[src/rtl/sdram_mrs_pkg.sv]
package sdram_mrs_pkg;

  typedef enum logic [1:0] {
    SZ_BYTE = 2'b00,
    SZ_WORD = 2'b01,
    SZ_LONG = 2'b10
  } acc_size_e;

  typedef enum logic [2:0] {
    ST_IDLE,
    ST_WAIT,
    ST_CMD,
    ST_DLY,
    ST_DONE
  } mrs_state_e;

endpackage

[src/rtl/sdram_mrs_win_dec.sv]
module sdram_mrs_win_dec #(
  parameter int unsigned ADDR_W     = 32,
  parameter int unsigned OFS_W      = 12,
  parameter int unsigned NUM_AREAS  = 2,
  parameter logic [31:0] WIN_BASE   = 32'hFFF8_4000,
  parameter logic [31:0] WIN_STRIDE = 32'h0000_1000,
  localparam int unsigned AREA_W    = (NUM_AREAS > 1) ? $clog2(NUM_AREAS) : 1
) (
  input  logic [ADDR_W-1:0]    addr_i,
  output logic                 hit_o,
  output logic [AREA_W-1:0]    area_o,
  output logic [OFS_W-1:0]     ofs_o
);

  logic [NUM_AREAS-1:0] hit_vec;

  for (genvar a = 0; a < NUM_AREAS; a++) begin : g_win
    localparam logic [ADDR_W-1:0] BASE_A = ADDR_W'(WIN_BASE + a * WIN_STRIDE);
    assign hit_vec[a] = (addr_i[ADDR_W-1:OFS_W] == BASE_A[ADDR_W-1:OFS_W]);
  end

  always_comb begin
    area_o = '0;
    for (int i = 0; i < NUM_AREAS; i++) begin
      if (hit_vec[i]) area_o = AREA_W'(i);
    end
  end

  assign hit_o = |hit_vec;
  assign ofs_o = addr_i[OFS_W-1:0];

endmodule

[src/rtl/sdram_mrs_mode_chk.sv]
module sdram_mrs_mode_chk #(
  parameter int unsigned OFS_W = 12
) (
  input  logic [OFS_W-1:0] mode_i,
  output logic             bad_o
);

  // Bit 4 picks CL2/CL3, bit 9 picks burst/single write; all else fixed.
  localparam logic [OFS_W-1:0] DONT_CARE = OFS_W'(12'h210);
  localparam logic [OFS_W-1:0] FIXED_VAL = OFS_W'(12'h020);

  assign bad_o = ((mode_i & ~DONT_CARE) != FIXED_VAL);

endmodule

[src/rtl/sdram_mrs_seq.sv]
module sdram_mrs_seq
  import sdram_mrs_pkg::*;
#(
  parameter int unsigned OFS_W     = 12,
  parameter int unsigned AREA_W    = 1,
  parameter int unsigned MSET_DLY  = 2,
  localparam int unsigned CNT_W    = (MSET_DLY > 1) ? $clog2(MSET_DLY) : 1
) (
  input  logic              clk_i,
  input  logic              rst_ni,
  input  logic              req_i,
  input  logic              hit_i,
  input  logic              word_wr_i,
  input  logic [OFS_W-1:0]  mode_i,
  input  logic [AREA_W-1:0] area_i,
  input  logic              bad_i,
  input  logic              sd_rdy_i,
  output logic              issue_o,
  output logic [OFS_W-1:0]  mode_o,
  output logic [AREA_W-1:0] area_o,
  output logic              done_o,
  output logic              err_o
);

  mrs_state_e        state_q, state_d;
  logic [CNT_W-1:0]  cnt_q;
  logic [OFS_W-1:0]  mode_q;
  logic [AREA_W-1:0] area_q;
  logic              bad_q;
  logic              accept;

  assign accept = (state_q == ST_IDLE) && req_i && hit_i;

  always_comb begin
    state_d = state_q;
    unique case (state_q)
      ST_IDLE: if (accept) state_d = word_wr_i ? ST_WAIT : ST_DONE;
      ST_WAIT: if (sd_rdy_i) state_d = ST_CMD;
      ST_CMD:  state_d = ST_DLY;
      ST_DLY:  if (cnt_q == CNT_W'(MSET_DLY - 1)) state_d = ST_DONE;
      ST_DONE: state_d = ST_IDLE;
      default: state_d = ST_IDLE;
    endcase
  end

  always_ff @(posedge clk_i or negedge rst_ni) begin
    if (!rst_ni) begin
      state_q <= ST_IDLE;
      cnt_q   <= '0;
      mode_q  <= '0;
      area_q  <= '0;
      bad_q   <= 1'b0;
    end else begin
      state_q <= state_d;
      if (state_q == ST_DLY) cnt_q <= cnt_q + 1'b1;
      else                   cnt_q <= '0;
      if (accept) begin
        mode_q <= mode_i;
        area_q <= area_i;
        bad_q  <= word_wr_i & bad_i;   // skipped accesses never flag
      end
    end
  end

  assign issue_o = (state_q == ST_WAIT) && sd_rdy_i;
  assign mode_o  = mode_q;
  assign area_o  = area_q;
  assign done_o  = (state_q == ST_DONE);
  assign err_o   = done_o && bad_q;

  AST_WAIT_HOLD: assert property (@(posedge clk_i) disable iff (!rst_ni)
    (state_q == ST_WAIT && !sd_rdy_i) |=> (state_q == ST_WAIT));
  AST_DONE_PULSE: assert property (@(posedge clk_i) disable iff (!rst_ni)
    done_o |=> !done_o);
  AST_ERR_WITH_DONE: assert property (@(posedge clk_i) disable iff (!rst_ni)
    err_o |-> done_o);
  AST_BUSY_IGNORE: assert property (@(posedge clk_i) disable iff (!rst_ni)
    (state_q == ST_DLY && req_i) |=> (state_q inside {ST_DLY, ST_DONE}));

endmodule

[src/rtl/sdram_mrs_cmd_out.sv]
module sdram_mrs_cmd_out #(
  parameter int unsigned OFS_W     = 12,
  parameter int unsigned SDA_W     = 15,
  parameter int unsigned NUM_AREAS = 2,
  parameter int unsigned AREA_W    = 1
) (
  input  logic                 clk_i,
  input  logic                 rst_ni,
  input  logic                 issue_i,
  input  logic [OFS_W-1:0]     mode_i,
  input  logic [AREA_W-1:0]    area_i,
  output logic [NUM_AREAS-1:0] cs_n_o,
  output logic                 ras_n_o,
  output logic                 cas_n_o,
  output logic                 we_n_o,
  output logic [SDA_W-1:0]     addr_o
);

  logic [NUM_AREAS-1:0] cs_sel;

  for (genvar a = 0; a < NUM_AREAS; a++) begin : g_cs
    assign cs_sel[a] = (area_i == AREA_W'(a));
  end

  always_ff @(posedge clk_i or negedge rst_ni) begin
    if (!rst_ni) begin
      cs_n_o  <= '1;
      ras_n_o <= 1'b1;
      cas_n_o <= 1'b1;
      we_n_o  <= 1'b1;
      addr_o  <= '0;
    end else begin
      cs_n_o  <= issue_i ? ~cs_sel : '1;
      ras_n_o <= ~issue_i;
      cas_n_o <= ~issue_i;
      we_n_o  <= ~issue_i;
      addr_o  <= issue_i ? SDA_W'(mode_i) : '0;   // zero-extends above offset
    end
  end

  AST_CMD_SINGLE: assert property (@(posedge clk_i) disable iff (!rst_ni)
    !ras_n_o |=> ras_n_o);
  AST_ONE_CS: assert property (@(posedge clk_i) disable iff (!rst_ni)
    $onehot0(~cs_n_o));
  AST_CS_ONLY_CMD: assert property (@(posedge clk_i) disable iff (!rst_ni)
    ras_n_o |-> (cs_n_o == '1 && addr_o == '0));

  if (SDA_W > OFS_W) begin : g_upper_chk
    AST_UPPER_ZERO: assert property (@(posedge clk_i) disable iff (!rst_ni)
      !ras_n_o |-> (addr_o[SDA_W-1:OFS_W] == '0));
  end

endmodule

[src/rtl/sdram_mrs_decoder.sv]
module sdram_mrs_decoder
  import sdram_mrs_pkg::*;
#(
  parameter int unsigned ADDR_W     = 32,
  parameter int unsigned OFS_W      = 12,
  parameter int unsigned SDA_W      = 15,
  parameter int unsigned NUM_AREAS  = 2,
  parameter logic [31:0] WIN_BASE   = 32'hFFF8_4000,
  parameter logic [31:0] WIN_STRIDE = 32'h0000_1000,
  parameter int unsigned MSET_DLY   = 2
) (
  input  logic                 clk_i,
  input  logic                 rst_ni,
  input  logic                 cpu_req_i,
  input  logic                 cpu_wr_i,
  input  logic [1:0]           cpu_size_i,
  input  logic [ADDR_W-1:0]    cpu_addr_i,
  input  logic                 sd_rdy_i,
  output logic [NUM_AREAS-1:0] sd_cs_n_o,
  output logic                 sd_ras_n_o,
  output logic                 sd_cas_n_o,
  output logic                 sd_we_n_o,
  output logic [SDA_W-1:0]     sd_addr_o,
  output logic                 cpu_done_o,
  output logic                 mode_err_o
);

  localparam int unsigned AREA_W = (NUM_AREAS > 1) ? $clog2(NUM_AREAS) : 1;

  logic              hit;
  logic [AREA_W-1:0] dec_area, cmd_area;
  logic [OFS_W-1:0]  dec_ofs, cmd_mode;
  logic              mode_bad;
  logic              word_wr;
  logic              issue;

  assign word_wr = cpu_wr_i && (cpu_size_i == SZ_WORD);

  sdram_mrs_win_dec #(
    .ADDR_W(ADDR_W), .OFS_W(OFS_W), .NUM_AREAS(NUM_AREAS),
    .WIN_BASE(WIN_BASE), .WIN_STRIDE(WIN_STRIDE)
  ) u_win_dec (
    .addr_i (cpu_addr_i),
    .hit_o  (hit),
    .area_o (dec_area),
    .ofs_o  (dec_ofs)
  );

  sdram_mrs_mode_chk #(.OFS_W(OFS_W)) u_mode_chk (
    .mode_i (dec_ofs),
    .bad_o  (mode_bad)
  );

  sdram_mrs_seq #(
    .OFS_W(OFS_W), .AREA_W(AREA_W), .MSET_DLY(MSET_DLY)
  ) u_seq (
    .clk_i     (clk_i),
    .rst_ni    (rst_ni),
    .req_i     (cpu_req_i),
    .hit_i     (hit),
    .word_wr_i (word_wr),
    .mode_i    (dec_ofs),
    .area_i    (dec_area),
    .bad_i     (mode_bad),
    .sd_rdy_i  (sd_rdy_i),
    .issue_o   (issue),
    .mode_o    (cmd_mode),
    .area_o    (cmd_area),
    .done_o    (cpu_done_o),
    .err_o     (mode_err_o)
  );

  sdram_mrs_cmd_out #(
    .OFS_W(OFS_W), .SDA_W(SDA_W), .NUM_AREAS(NUM_AREAS), .AREA_W(AREA_W)
  ) u_cmd_out (
    .clk_i   (clk_i),
    .rst_ni  (rst_ni),
    .issue_i (issue),
    .mode_i  (cmd_mode),
    .area_i  (cmd_area),
    .cs_n_o  (sd_cs_n_o),
    .ras_n_o (sd_ras_n_o),
    .cas_n_o (sd_cas_n_o),
    .we_n_o  (sd_we_n_o),
    .addr_o  (sd_addr_o)
  );

  AST_CMD_LINES_TOGETHER: assert property (@(posedge clk_i) disable iff (!rst_ni)
    (sd_ras_n_o == sd_cas_n_o) && (sd_cas_n_o == sd_we_n_o)
    && ((sd_cs_n_o == '1) == sd_ras_n_o));
  AST_NO_DONE_IN_CMD: assert property (@(posedge clk_i) disable iff (!rst_ni)
    !sd_ras_n_o |-> !cpu_done_o);

endmodule

[config.mk]
export PLATFORM = sky130hd
export DESIGN_NAME = sdram_mrs_decoder
export DESIGN_NICKNAME = d
export VERILOG_FILES = /design/src/rtl/sdram_mrs_pkg.sv /design/src/rtl/sdram_mrs_win_dec.sv /design/src/rtl/sdram_mrs_mode_chk.sv /design/src/rtl/sdram_mrs_seq.sv /design/src/rtl/sdram_mrs_cmd_out.sv /design/src/rtl/sdram_mrs_decoder.sv
export SDC_FILE = /design/constraint.sdc
export NUM_CORES = 1
export LEC_CHECK = 0
export BUFFER_PORTS_ARGS = -buffer_cell sky130_fd_sc_hd__buf_2
export CELL_PAD_IN_SITES_DETAIL_PLACEMENT = 0
export CELL_PAD_IN_SITES_GLOBAL_PLACEMENT = 2
export CORE_ASPECT_RATIO = 0.75
export CORE_MARGIN = 1
export CORE_UTILIZATION = 31
export CTS_CLUSTER_DIAMETER = 40
export CTS_CLUSTER_SIZE = 28
export DETAILED_ROUTE_END_ITERATION = 8
export PLACE_DENSITY_LB_ADDON = 0.12
export SYNTH_ARGS = -nofsm -noshare
export SYNTH_HDL_FRONTEND = slang
export SYNTH_SLANG_ARGS = --single-unit
[constraint.sdc]
create_clock -name clk_i -period 5 [get_ports clk_i]
set_input_delay 1 -clock clk_i [delete_from_list [all_inputs] [get_ports clk_i]]
set_output_delay 1 -clock clk_i [all_outputs]
set_load 0.05 [all_outputs]
== After elaboration in Yosys (flattened, before gate mapping) ==
Index checks and enable logic that the tools add are counted.

* Output and inout bits: 22
* Bits in read-only memories: 0
* Latch bits: 0
* Memories: 0
* Memory bits (writable): 0
* Register bits: 33
* Word-level logic and storage cells: 41

* $lt $le $gt $ge: 0
* Bitwise operators: 4
* Reduce and logical (&&, ||, !) cells: 8
* Shift-type cells: 0
* Multiply operators: 0
* Add/subtract/negate cells: 1
* Divide/modulo/power cells: 0
* Equality and inequality tests: 11
* Mux-type cells: 9

{| class="wikitable"
|+ Operators by type and width
! cell !! number
|-
| $eq 20x20->1 const B || 2
|-
| $mux 12 || 1
|-
| $mux 3 || 4
|-
| $pmux 3 s4 || 1
|-
| $ne 10x5->1 const B || 1
|-
| $eq 3x2->1 const B || 2
|-
| $logic_and 1x1->1 || 5
|-
| $ne 2x1->1 const B || 2
|-
| $eq 3x1->1 const B || 1
|-
| $eq 3x3->1 const B || 1
|-
| $logic_not 3->1 || 1
|-
| $reduce_and 3->1 || 1
|-
| $eq 2x1->1 const B || 1
|-
| $mux 1 || 2
|-
| $mux 2 || 1
|-
| $ne 2x2->1 const B || 1
|-
| $not 1->1 || 2
|-
| $not 2->2 || 1
|-
| $reduce_or 2->1 || 1
|-
| $add 1x1->1 const B || 1
|-
| $and 1x1->1 || 1
|}

== Logic depth before layout (Yosys ltp) ==
* Depth after elaboration: 5
* Mapped depth: 5
* Depth with buffers taken out: 4

== By module ==
From an unflattened synthesis, not the netlist that was laid out.

* Cells, all modules: 118
* Area total of the unflattened synthesis: 1502.7 µm²

{| class="wikitable"
|+ Modules (own cells, without submodules)
! module !! seq. area each (µm²) !! cells an instance !! area each (µm²) !! times used
|-
| sdram_mrs_seq || 450.4 || 54 || 769.5 || 1
|-
| sdram_mrs_cmd_out || 379.1 || 37 || 530.5 || 1
|-
| sdram_mrs_win_dec || 0.0 || 22 || 157.7 || 1
|-
| sdram_mrs_mode_chk || 0.0 || 4 || 36.3 || 1
|-
| sdram_mrs_decoder || 0.0 || 1 || 8.8 || 1
|}

== Worst setup path before layout ==
No wires, ideal clock.

* Kind: input -> register
* Start point: input cpu_addr_i[13]
* End point: register u_seq.mode_q[0] (netlist: u_seq.mode_o[0])
* Data required time: 4875 ps
* Data arrival time: 2467 ps
* Path buffers: 1
* Path slack: 2408 ps
* Setup time: 125 ps
* Stages: 5
* Path through: or4b_4 nor4_4 nand3_4 buf_6 mux2_4

* Word-level cells in the longest chain between the ends: 3
* Elaborated cells on any way between the ends: 4
* Those cells by class: eq/ne: 2; reduce/logical: 2

{| class="wikitable"
|+ RTL lines
! what !! line !! text
|-
| start: declaration || sdram_mrs_decoder.sv:17 || <nowiki>input logic [ADDR_W-1:0] cpu_addr_i,</nowiki>
|-
| $eq 20x20->1 || sdram_mrs_win_dec.sv:19 || <nowiki>assign hit_vec[a] = (addr_i[ADDR_W-1:OFS_W] == BASE_A[ADDR_W-1:OFS_W]);</nowiki>
|-
| $reduce_or 2->1 (*) || sdram_mrs_win_dec.sv:29 || <nowiki>assign hit_o = |hit_vec;</nowiki>
|-
| $logic_and 1x1->1 (*) || sdram_mrs_seq.sv:32 || <nowiki>assign accept = (state_q == ST_IDLE) && req_i && hit_i;</nowiki>
|-
| end signal: assignment || sdram_mrs_seq.sv:58 || <nowiki>mode_q <= mode_i;</nowiki>
|-
| end: declaration || sdram_mrs_seq.sv:27 || <nowiki>logic [OFS_W-1:0] mode_q;</nowiki>
|}

Mark *: on every way between the ends. The rest lies on a longest branch, timed or not.
A chain may end at the register's enable or synchronous reset.

== Worst setup path in the final report ==
* Start point: register u_seq.state_q[1]
* End point: output mode_err_o

* Word-level cells in the longest chain between the ends: 2

{| class="wikitable"
|+ RTL lines
! what !! line !! text
|-
| start: declaration || sdram_mrs_seq.sv:25 || <nowiki>mrs_state_e state_q, state_d;</nowiki>
|-
| start signal: assignment || sdram_mrs_seq.sv:54 || <nowiki>state_q <= state_d;</nowiki>
|-
| $eq 3x3->1 || sdram_mrs_seq.sv:68 || <nowiki>assign done_o = (state_q == ST_DONE);</nowiki>
|-
| $logic_and 1x1->1 || sdram_mrs_seq.sv:69 || <nowiki>assign err_o = done_o && bad_q;</nowiki>
|-
| end: declaration || sdram_mrs_decoder.sv:25 || <nowiki>output logic mode_err_o</nowiki>
|}

Every way passes these cells.

==> impl_metrics.json <==
{
  "clock_latency_ps": 280,
  "ir_drop_v": 0.000203,
  "period_needed_ps": 2540,
  "cp-start-kind": "flip-flop",
  "wl_per_cell_um": 11.6,
  "ant_nets": 0,
  "rows": 20,
  "status": "complete, no violations",
  "yosys_warnings": 0,
  "end_kind": "primary output",
  "fp.dieArea_sq_mm": 0.00477,
  "cts_root_buffer": "clkbuf_8",
  "fp.dieH_um": 60.1,
  "drtIter0Drc": 13,
  "portBuffers": 57,
  "setup_viol": 0,
  "numClockSinks": 33,
  "p_per_area_mw_per_mm2": 349,
  "start_util_pct": 33.4,
  "dp.cells": 209,
  "drt_pass1_iterations": 3,
  "cts-resized-gates": 0,
  "synth_top_area_cell": "dfrtp_1",
  "grt_pass1_vias": 936,
  "clkTransAtPathRegs_ps": 70,
  "gp_congestion": 0.706,
  "max-slew-margin-rel_pct": 48.0,
  "fin_nets": 200,
  "cts_made_buffers": 5,
  "ys_ff_latch": 33,
  "skew_ps": 3.64,
  "slew_violations": 0,
  "min_period_over_period_pct": 50.8,
  "dp_hpwl_mm": 1.91,
  "yosys.cell_types.count": 29,
  "tns_ps": 0,
  "ios": 61,
  "vias_per_cell": 4.25,
  "ys_seq_area_share_pct": 59.5,
  "synthFlopType": "dfrtp_1",
  "vias": 923,
  "synthesis.area_per_instance_sq_um": 13.7,
  "hold_class": "flip-flop to flip-flop",
  "grt_overflow": 0,
  "critical_path_class": "flip-flop to primary output",
  "wl_mm": 2.51,
  "hold_violations": 0,
  "post_cts_buffers": 0,
  "diodes": 0,
  "synth-async-reset-ratio_pct": 100,
  "yosysTopAreaCellShare_pct": 53.9,
  "grt_usage_pct": 12.6,
  "cp.required_ps": 4000,
  "grt_max_degree": 34,
  "utilization_pct": 42.8,
  "synth_cells": 102,
  "grt_pass1_wl_mm": 4.22,
  "worstPathArrival_ps": 1540,
  "max_freq_mhz": 394,
  "cts_tree": "done",
  "maxCapViolations": 0,
  "syn_area_sq_mm": 0.00139,
  "ctsHoldBuffers": 0,
  "synth_edf_count": 0,
  "area_growth_pct": 28.4,
  "stdcell_count": 217,
  "core_area_sq_mm": 0.00418,
  "drive_gt1_share_pct": 53.7,
  "die_width_um": 79.4,
  "cts_buffer_depth": 2,
  "cts_htree_levels": 2,
  "rsz0062_at_grt": "false",
  "drc": 0,
  "ys_top_cells_by_area": "dfrtp_1, mux2_4, and2_1, dfstp_2, mux2_2",
  "antenna_found_initial": 0,
  "worstMarginPinSlew_ps": 774,
  "critical_path_peak_fanout": 6,
  "leakage_uw": 0.000967
}
-- state kept, by name (all words and copies together), names as in the netlist --
| signal | count |
|---|---|
| u_cmd_out.addr_o | 12 |
| u_seq.cnt_q | 1 |
| u_seq.bad_q | 1 |
| u_seq.area_o | 1 |
| u_cmd_out.ras_n_o | 1 |
| u_cmd_out.cs_n_o | 2 |
| u_seq.state_q | 3 |
| u_seq.mode_o | 12 |
-- metal layers --
layer	share of wire, %	global-route usage [%]
met5	0	0
met4	1.9	7.01
met3	6.3	4.89
met2	46	18.7
met1	45	15.9
-- cells in the mapped netlist, types with 2 or more instances --
| cell | number |
|---|---|
| a21oi_1 | 2 |
| and2_1 | 13 |
| buf_4 | 5 |
| dfrtp_1 | 30 |
| dfstp_2 | 3 |
| mux2_2 | 4 |
| mux2_4 | 10 |
| nand2_1 | 4 |
| nand2b_1 | 2 |
| nand3_1 | 3 |
| nand4_1 | 3 |
| nor2_1 | 4 |
| nor2b_1 | 2 |
| nor4_1 | 2 |
-- where the power goes --
| part | switching [uW] | total [uW] | internal [uW] |
|---|---|---|---|
| sequential | 20.1 | 309 | 289 |
| clock | 94.3 | 190 | 95.8 |
| combinational | 86.2 | 126 | 39.9 |
-- cell usage in the layout, fill, tap and decap left out, types with 2 or more instances in the layout --
master	synthesis	layout
a21oi_1	2	2
and2_1	13	13
buf_2	0	57
clkbuf_8	0	5
clkinv_2	0	2
conb_1	1	3
dfrtp_1	30	30
dfstp_2	3	3
mux2_2	4	4
mux2_4	10	10
nand2_1	4	4
nand2b_1	2	2
nand3_1	3	3
nand4_1	3	3
nor2_1	4	4
nor2b_1	2	2
nor4_1	2	2
-- critical path, stage by stage (launching register included) --
cell,delay [ps]
dfrtp_1,430
nor2_1,360
and3_1,210
buf_2,260
-- cell families (layout without fill, tap and decap cells) --
logic type,Yosys count,in the layout,synth area share [%]
buf+inv,8,66,4.04
compound gates,5,5,2.24
other cells,1,3,0.269
simple gates,41,41,19.9
mux,14,14,14.0
flops,33,33,59.5
-- worst paths after layout --
path	from	endpoint	slack, ps	depth (start not counted)
max	u_seq.state_q[1]	mode_err_o	2460	3
min reg2reg	u_seq.area_o	u_cmd_out.cs_n_o[1]	430	1
min in group asynchronous	rst_ni	u_seq.state_q[1]	760	1
max in group asynchronous	rst_ni	u_seq.mode_o[10]	3790	1
min	u_seq.area_o	u_cmd_out.cs_n_o[1]	430	1
max reg2reg	u_seq.state_q[2]	u_seq.mode_o[10]	2810	4
-- area by class of cell --
| cell class | instances | area, sq um |
|---|---|---|
| repair buffers | 57 | 285 |
| clock inverters | 3 | 17.5 |
| well taps | 55 | 68.8 |
| clock buffers | 5 | 68.8 |
| multi-input cells | 63 | 515 |
| fillers | 402 | 2390 |
| inverters | 1 | 3.75 |
| flip-flops and latches | 33 | 830 |
-- stage by stage --
step           hold slack [ps]  setup WS (ps)  total power (uW)  area (sq um)
2_1_floorplan              379           2410               408          1400
3_5_place_dp               410           2200               442          1700
6_report                   430           2460               625          1790
5_1_grt                    460           2330               666          1790
3_3_place_gp               408           2210               442          1700
4_1_cts                    431           2430               636          1790
Note: power is estimated with default switching activity, not from simulation.
